<file path="config.mk">
export PLATFORM = sky130hd
export DESIGN_NAME = pkt_byte_framer
export DESIGN_NICKNAME = d
export VERILOG_FILES = /design/src/rtl/pkt_framer_pkg.sv /design/src/rtl/pkt_esc_class.sv /design/src/rtl/pkt_pad_check.sv /design/src/rtl/pkt_byte_framer.sv
export SDC_FILE = /design/constraint.sdc
export NUM_CORES = 1
export LEC_CHECK = 0
export ABC_CLOCK_PERIOD_IN_PS = 1700
export BUFFER_PORTS_ARGS = -buffer_cell sky130_fd_sc_hd__buf_4
export CORE_MARGIN = 1.5
export CORE_UTILIZATION = 48
export DETAILED_ROUTE_END_ITERATION = 8
export GPL_TIMING_DRIVEN = 0
export PLACE_DENSITY = 0.89
export RECOVER_POWER = 100
export SYNTH_ARGS = -nofsm -noshare
export SYNTH_HDL_FRONTEND = slang
export SYNTH_SLANG_ARGS = --single-unit
</file>
<file path="constraint.sdc">
create_clock -name clk_i -period 1.7 [get_ports clk_i]
set_clock_uncertainty 0.05 [all_clocks]
set_input_delay 0.085 -clock clk_i [delete_from_list [all_inputs] [get_ports clk_i]]
set_output_delay 0.085 -clock clk_i [all_outputs]
set_load 0.02 [all_outputs]
</file>
<file path="src/rtl/pkt_framer_pkg.sv">
package pkt_framer_pkg;
  localparam logic [7:0] FR_START   = 8'h7A;
  localparam logic [7:0] FR_END     = 8'h7B;
  localparam logic [7:0] FR_CHAN    = 8'h7C;
  localparam logic [7:0] FR_ESC     = 8'h7D;
  localparam logic [7:0] LN_IDLE    = 8'h4A;
  localparam logic [7:0] LN_ESC     = 8'h4D;
  localparam logic [7:0] CHAN_NUM   = 8'h00;
  localparam logic [7:0] FLIP_MASK  = 8'h20;

  typedef enum logic [3:0] {
    ST_IDLE,
    ST_CHAN,
    ST_CNUM,
    ST_BODY,
    ST_BXOR,
    ST_LESC,
    ST_LXOR,
    ST_LAST
  } fr_state_e;
endpackage

</file>
<file path="src/rtl/pkt_esc_class.sv">
module pkt_esc_class
  import pkt_framer_pkg::*;
(
  input  logic [7:0] byte_i,
  output logic       esc_o,
  output logic [7:0] esc_char_o
);
  always_comb begin
    esc_o      = 1'b0;
    esc_char_o = FR_ESC;
    unique case (byte_i)
      FR_START, FR_END, FR_CHAN, FR_ESC: esc_o = 1'b1;
      LN_IDLE, LN_ESC: begin
        esc_o      = 1'b1;
        esc_char_o = LN_ESC;
      end
      default: ;
    endcase
  end
endmodule

</file>
<file path="src/rtl/pkt_pad_check.sv">
module pkt_pad_check #(
  parameter int WORD_BYTES = 4,
  localparam int POS_W = $clog2(WORD_BYTES)
) (
  input  logic [POS_W-1:0] pos_i,
  input  logic             tail_two_i,
  input  logic             align_i,
  output logic             pad_o
);
  // end marker at pos_i, then 1 or 2 tail bytes; last byte must hit the final lane
  logic [POS_W-1:0] after_last;
  assign after_last = pos_i + (tail_two_i ? POS_W'(3) : POS_W'(2));
  assign pad_o = align_i && (after_last != '0);
endmodule

</file>
<file path="src/rtl/pkt_byte_framer.sv">
module pkt_byte_framer
  import pkt_framer_pkg::*;
#(
  parameter int WORD_BYTES = 4,
  localparam int POS_W = $clog2(WORD_BYTES)
) (
  input  logic       clk_i,
  input  logic       rst_ni,
  input  logic       word_align_i,
  input  logic       in_valid_i,
  output logic       in_ready_o,
  input  logic [7:0] in_data_i,
  input  logic       in_sop_i,
  input  logic       in_eop_i,
  output logic       out_valid_o,
  input  logic       out_ready_i,
  output logic [7:0] out_data_o
);
  fr_state_e        state_q, state_d;
  logic             run_q;
  logic [POS_W-1:0] pos_q;
  logic             xfer;
  logic             need_esc;
  logic [7:0]       esc_char;
  logic             pad_now;

  pkt_esc_class u_esc (
    .byte_i     (in_data_i),
    .esc_o      (need_esc),
    .esc_char_o (esc_char)
  );

  pkt_pad_check #(.WORD_BYTES(WORD_BYTES)) u_pad (
    .pos_i      (pos_q),
    .tail_two_i (need_esc),
    .align_i    (word_align_i),
    .pad_o      (pad_now)
  );

  assign out_valid_o = run_q;
  assign xfer        = run_q && out_ready_i;

  always_ff @(posedge clk_i or negedge rst_ni) begin
    if (!rst_ni) begin
      run_q   <= 1'b0;
      pos_q   <= '0;
      state_q <= ST_IDLE;
    end else begin
      run_q   <= 1'b1;
      state_q <= state_d;
      if (xfer) pos_q <= pos_q + POS_W'(1);
    end
  end

  always_comb begin
    state_d    = state_q;
    out_data_o = LN_IDLE;
    in_ready_o = 1'b0;
    unique case (state_q)
      ST_IDLE: begin
        in_ready_o = run_q && !in_sop_i;  // stray bytes are dropped
        if (in_valid_i && in_sop_i) begin
          out_data_o = FR_START;
          if (xfer) state_d = ST_CHAN;
        end
      end
      ST_CHAN: begin
        out_data_o = FR_CHAN;
        if (xfer) state_d = ST_CNUM;
      end
      ST_CNUM: begin
        out_data_o = CHAN_NUM;
        if (xfer) state_d = ST_BODY;
      end
      ST_BODY: begin
        if (in_valid_i) begin
          if (in_eop_i) begin
            if (!pad_now) begin
              out_data_o = FR_END;
              if (xfer) state_d = need_esc ? ST_LESC : ST_LAST;
            end
          end else if (need_esc) begin
            out_data_o = esc_char;
            if (xfer) state_d = ST_BXOR;
          end else begin
            out_data_o = in_data_i;
            in_ready_o = xfer;
          end
        end
      end
      ST_BXOR: begin
        out_data_o = in_data_i ^ FLIP_MASK;
        in_ready_o = xfer;
        if (xfer) state_d = ST_BODY;
      end
      ST_LESC: begin
        out_data_o = esc_char;
        if (xfer) state_d = ST_LXOR;
      end
      ST_LXOR: begin
        out_data_o = in_data_i ^ FLIP_MASK;
        in_ready_o = xfer;
        if (xfer) state_d = ST_IDLE;
      end
      ST_LAST: begin
        out_data_o = in_data_i;
        in_ready_o = xfer;
        if (xfer) state_d = ST_IDLE;
      end
      default: state_d = ST_IDLE;
    endcase
  end

  assert_stall_hold_R10: assert property (@(posedge clk_i) disable iff (!rst_ni)
    (run_q && !out_ready_i) |=> ($stable(state_q) && $stable(pos_q)));

  assert_no_take_stalled_R10: assert property (@(posedge clk_i) disable iff (!rst_ni)
    (in_ready_o && state_q != ST_IDLE) |-> out_ready_i);

  assert_last_on_lane_R8: assert property (@(posedge clk_i) disable iff (!rst_ni)
    (xfer && word_align_i && (state_q == ST_LAST || state_q == ST_LXOR))
      |-> (pos_q == {POS_W{1'b1}}));

  assert_end_then_tail_R6: assert property (@(posedge clk_i) disable iff (!rst_ni)
    (xfer && state_q == ST_BODY && out_data_o == FR_END)
      |=> (state_q == ST_LAST || state_q == ST_LESC));

  assert_esc_pair_R4: assert property (@(posedge clk_i) disable iff (!rst_ni)
    (xfer && state_q == ST_BODY && in_valid_i && !in_eop_i && need_esc)
      |=> (state_q == ST_BXOR && !$stable(pos_q)));
endmodule

</file>
==> metrics.md, run 1 <==
| Metric | Value |
|---|---|
| Starting DRT DRC Count | 37 |
| Dominant synthesized flop cell | dfrtp_1 |
| Post-synthesis cell count | 99 |
| Ys Warns | 0 |
| N_diodes | 0 |
| Most common cell after layout, fill and taps aside | buf_4 |
| Failing checks | negative setup slack |
| Worst R2R Path Depth | 5 |
| Die area | 1698 um^2 |
| Nets | 149 |
| Crit path kind | in -> out |
| Global-route wire length before repair | 3187 um |
| Post-synth EDFFs | 0 |
| Hold Fails Final Rpt | 0 |
| Vias in the first global route | around 760 |
| Post-DP HPWL | 1617 um |
| Power per Cell Area | between 1000 and 1500 nW/um^2 |
| RSZ-0062 raised after global routing | yes |
| Total gr overflow | 0 |
| Total track usage | 0.2857 |
| Vias/cell | 6.390 |
| Syn nets | 115 |
| Share of post-route cells with drive strength above 1 | 0.3511 |
| CTS Buffer Depth | 2 |
| Peak supply drop | 0.7494 mV |
| Largest net degree at the start of global routing | 11 |
| Worst skew pair latency | ~0.24 ns |
| Post-Synth Simple-Gate Area | 0.3196 |
| Multi-input logic area | 586.8 um^2 |
| Crit path launch | in_data_i[7] |
| Synth Area in XOR/XNOR | 0.03750 |
| CTS root buffer | clkbuf_4 |
| Post-synth cell types | 38 |
| Critical path startpoint category | input pin |
| Final worst-path cycle share | 1.102 |
| Die width | 41.21 um |
| Max Slew Vio Count | 0 |
| I/O Buffers | 24 |
| Clk pin slew, worst setup/hold paths | 0.04 ns |
| Adder-cell share of the synthesized area | 0.01786 |
| DRC | 0 |
| Max Freq | approximately 530 MHz |
| Antenna violations before repair | 0 |
| Final std cells w/o fill | 146 |
| Reg2Reg Launch Point | pos_q[0] |
| TritonCTS Buffers | 3 |
| Main combinational cell family by area after synthesis | compound AO/OA/AOI/OAI gates |
| Average size of a mapped cell | 7.077 um^2 |
| Via count | 933 |
| Setup-failing EPs final | 7 |
| CP Data Required Time | about 1.6 ns |
| Mapped Area | between 700 and 800 um^2 |
| Register Area | between 150 and 200 um^2 |
| Fillers | 99 |
| DP Worst Slack | -0.3589 ns |
| Layout area overhead | 52.50% |
| Starting Density | 0.5253 |
| Total Power | 1.539 mW |
| Max cap viols | 0 |
| Row count | 13 |
| Worst setup path endpoint | out_data_o[4] |
| CP Max Fanout | 5 |
| Final WS setup | -0.1742 ns |
| Core area | 1334 um^2 |
| Worst reg2reg setup slack | roughly 0.2 ns |
| Drt wl/cell | 15.53 um |
| # IOs | 25 |
| Compound-Gate Fraction of Synth Area | 0.3357 |
| Die Y | ~41 um |
| Antenna viol nets, final | 0 |
| Final estimated routing congestion in global placement | 0.8700 |
| # clock sinks | 6 |
| Static leakage | 0.4893 nW |
| DRT Wirelength | 2268 um |
| CTS tree | done |
| Final core occ | 0.8011 |
| Minimum clock period | 1.874 ns |
| CP arrival | approximately 1.7 ns |
| Min-Delay Path Class | in -> reg |
| First-pass DRT Iterations | 4 |
| Status | finished, violations left |
| Yosys reg bits | 6 |
| Final hold slack | 0.1464 ns |
| Post-placement cell count | 138 |
| Critical Path Sink Type | output port |
| Mux cell area share after synthesis | 0 |
| Max H-tree Level | 1 |
| Post-synth ARST share | 1.000 |
| RR Endpoint | state_q[1] |
| Commonest non-fill, non-tap cells in the layout | 23 x buf_4, 9 x nand2_1 |
| Sequential share of the synthesized area | 0.2143 |
logic make-up after synthesis:
| logic type | after synthesis |
|---|---|
| XOR/XNOR | 3 |
| other | 1 |
| AO/OA/AOI/OAI | 34 |
| adder cells (fa/ha/maj) | 1 |
| flip-flops | 6 |
| buffers and inverters | 12 |
| AND/OR/NAND/NOR | 42 |
state kept, by name, summed over array words and instances, names as in the netlist:
| register | count |
|---|---|
| state_q | 3 |
| pos_q | 2 |
| out_valid_o | 1 |
per-layer routing:
metal,share of wire,vias to the layer above,track usage
met5,0,-,0
met3,0.074,4,0.01087
met1,0.38,434,0.3322
li1,-,436,-
met4,0.017,0,0.1290
met2,0.53,59,0.5313
report_power, final:
| part | total [mW] | internal, mW | switching, mW |
|---|---|---|---|
| registers | 0.273 | 0.198 | 0.0751 |
| clock network | 0.122 | 0.0793 | 0.0431 |
| logic | 1.14 | 0.504 | 0.640 |
worst min-delay path by stage:
stage / depth (start not counted) / from / to
after floorplan: 0 / rst_ni / out_valid_o
after global placement: 1 / rst_ni / pos_q[0]
after detailed placement: 1 / rst_ni / state_q[0]
after CTS: 2 / rst_ni / state_q[0]
after global routing: 3 / in_eop_i / state_q[0]
final: 3 / in_eop_i / state_q[0]
cell type report:
cell class / instances / area share
buffer: 4 / 0.01991
clock buffer: 3 / 0.02108
inverter: 7 / 0.02459
multi-input combinational: 81 / 0.5492
sequential: 6 / 0.1405
tap: 15 / 0.01756
timing repair buffer: 30 / 0.2272
critical path, cell delays in order:
cell,delay [ns]
buf_6,0.09
and3b_2,0.28
o2111ai_4,0.13
nand2_2,0.13
ha_4,0.20
nand3b_1,0.20
o22ai_4,0.18
a22oi_1,0.10
o211ai_1,0.16
buf_4,0.16
cell usage after synthesis, types with 2 or more instances:
cell,n,share of area
nand3_1,5,0.036
nand2_1,10,0.054
a211oi_1,2,0.021
o2111ai_1,2,0.025
nor2_1,6,0.032
and2_1,3,0.027
nor2b_1,2,0.018
o22ai_1,2,0.018
buf_2,3,0.021
dfrtp_1,6,0.21
a31oi_1,2,0.018
clkbuf_1,2,0.011
inv_1,7,0.038
o211ai_1,2,0.021
nand2b_1,2,0.018
a21o_1,3,0.032
xnor2_1,3,0.038
and3b_1,3,0.038
nor3_1,4,0.029
a21oi_1,6,0.043
and3_1,2,0.018
o21ai_0,6,0.043
metrics by stage:
stage / TNS (ns) / instance area, um^2
finish: -0.7593 / 1069
global route: -1.295 / 1069
CTS: -0.3853 / 1066
detailed placement: -1.147 / 947.2
global placement: -0.7162 / 947.2
floorplan: -0.08999 / 748.2
what timing repair did:
item	CTS	global route
gates cloned	0	0
setup endpoints to repair	4	5
hold buffers	1	0
gates resized for setup	11	5
pin swaps	10	2
hold endpoints to repair	6	0
setup buffers	4	1
(Power assumes the default switching activity.)
==> run 2, diff against run 1 <==
--- a/constraint.sdc
+++ b/constraint.sdc
@@ -4,2 +4,2 @@
 set_output_delay 0.085 -clock clk_i [all_outputs]
-set_load 0.02 [all_outputs]
+set_load 0.1 [all_outputs]
==> run 2 against run 1 <==
  * Combinational power up 120%
  * Die area stayed put
  * Power grew 92%
  * The flow still finishes with violations (negative setup slack)
  * Final cell count up 3.4%
  * Flip-flop and latch count stayed put
  * Highest routed layer unchanged
==> metrics.md, run 2 (same netlist as run 1, synthesis figures left out) <==
| Metric | Value |
|---|---|
| Status | finished, violations left |
| Failing checks | negative setup slack |
| Max Slew Vio Count | 0 |
| DRT Wirelength | 4046 um |
| Max FFs per register | 3 |
| Vias/cell | 7.821 |
| Final Cell Area | around 1300 um^2 |
| Row count | 13 |
| Max cap viols | 0 |
| Static leakage | 0.5594 nW |
| Total track usage | 0.3539 |
| CP Data Required Time | 1.56 ns |
| Starting Density | 0.5253 |
| Total gr overflow | 0 |
| Die width | 41.21 um |
| Total Power | 2.951 mW |
| I/O Buffers | 24 |
| Core area | 1334 um^2 |
| Fillers | 36 |
| Critical Path Sink Type | output port |
| Crit path kind | in -> out |
| Most common cell after layout, fill and taps aside | buf_4 |
| Top reg by flops | state_q |
| Drt wl/cell | 26.79 um |
| Largest net degree at the start of global routing | 11 |
| TritonCTS Buffers | 3 |
| Power per Cell Area | 2331 nW/um^2 |
| CP arrival | ~2 ns |
| Worst Tran Pin Value | 0.5468 ns |
| Setup-failing EPs final | 9 |
| Hold Fails Final Rpt | 0 |
| Die area | approximately 1700 um^2 |
| Placed inst area | 987.2 um^2 |
| Starting DRT DRC Count | 89 |
| Worst skew pair latency | 0.25 ns |
| Post-DP HPWL | approximately 1600 um |
| Layout area overhead | 80.71% |
| RSZ-0062 raised after global routing | yes |
| Min-Delay Path Class | in -> reg |
| Global-route wire length before repair | 3926 um |
| Max H-tree Level | 1 |
| Final WS setup | -0.4377 ns |
| CTS root buffer | clkbuf_4 |
| Minimum clock period | between 2 and 2.5 ns |
| Final estimated routing congestion in global placement | 0.9091 |
| Via count | 1181 |
| Antenna viol nets, final | 0 |
| N_diodes | 0 |
| Clk pin slew, worst setup/hold paths | 0.04 ns |
| Share of post-route cells with drive strength above 1 | 0.4632 |
| Die Y | 41.21 um |
| # IOs | 25 |
| CTS tree | done |
| Antenna violations before repair | 0 |
| Rel. slew slack | 0.6370 |
| Critical path startpoint category | input pin |
| Final worst-path cycle share | 1.257 |
| DRC | 0 |
| First-pass DRT Iterations | 6 |
| CTS Buffer Depth | 2 |
| # clock sinks | 6 |
| CP Max Fanout | 5 |
| Max Freq | between 400 and 500 MHz |
| Vias in the first global route | 891 |
| Commonest non-fill, non-tap cells in the layout | 24 x buf_4, 9 x nand2_1, 6 x inv_1, 6 x nor2_1, 6 x buf_6 |
| Nets | 154 |
| Peak supply drop | 1.230 mV |
-- run 2: layout make-up --
class	instances	area [um^2]	area share
multi-input cells	81	679.4	0.5366
flip-flops and latches	6	152.6	0.1206
plain buffers	3	30.03	0.02372
repair buffers	36	336.6	0.2658
inverters	7	26.28	0.02075
well taps	15	18.77	0.01482
clock buffers	3	22.52	0.01779
-- run 2: per-layer routing --
| metal | track usage | part of all wire |
|---|---|---|
| met5 | 0 | 0 |
| met1 | 0.4272 | 0.32 |
| met4 | 0.1290 | 0.11 |
| met2 | 0.6563 | 0.43 |
| met3 | 0.01087 | 0.14 |
-- run 2: worst paths after layout --
kind / startpoint / end / slack [ns] / cells past startpoint
hold reg to reg: pos_q[1] / pos_q[1] / 0.51 / 1
setup reg to reg: state_q[2] / state_q[2] / -0.11 / 6
setup / recovery: in_data_i[7] / out_data_o[4] / -0.44 / 10
hold / removal: in_eop_i / state_q[0] / 0.19 / 3
max in group asynchronous: rst_ni / state_q[1] / 1.13 / 2
min in group asynchronous: rst_ni / pos_q[0] / 0.20 / 2
-- run 2: report_power, final --
group          total (mW)  leakage [nW]  internal (mW)  switching (mW)
registers           0.321        0.0671          0.202           0.119
logic                2.50         0.478          0.840            1.66
clock network       0.133        0.0138         0.0799          0.0530
total                2.95         0.559           1.12            1.83
-- run 2: critical path: stages --
cell and delay [ns]:
buf_6 0.09, and3b_2 0.32, o2111ai_4 0.17, nand2_2 0.14
ha_4 0.21, nand3b_1 0.20, o22ai_4 0.21, a22oi_2 0.08
o211ai_1 0.22, buf_6 0.26
-- run 2: stage by stage --
stage | instances | setup WS [ns] | setup TNS (ns) | util | hold WS, ns
after CTS | 149 | -0.3272 | -0.9357 | 0.8865 | 0.1223
after global placement | 138 | -0.4759 | -1.401 | 0.7402 | -0.1585
final | 151 | -0.4377 | -1.887 | 0.9493 | 0.1912
after global routing | 151 | -0.4866 | -2.083 | 0.9493 | 0.2330
after floorplan | 99 | -1.166 | -3.707 | - | -0.2606
after detailed placement | 138 | -0.5407 | -1.744 | 0.7402 | -0.1571
-- run 2: timing repair --
item	in CTS	in global routing
setup endpoints to repair	7	11
endpoints found under the hold margin	6	0
setup buffers	9	2
resized for setup	23	20
pin swaps	9	4
cloned	0	0
hold buffers	1	0
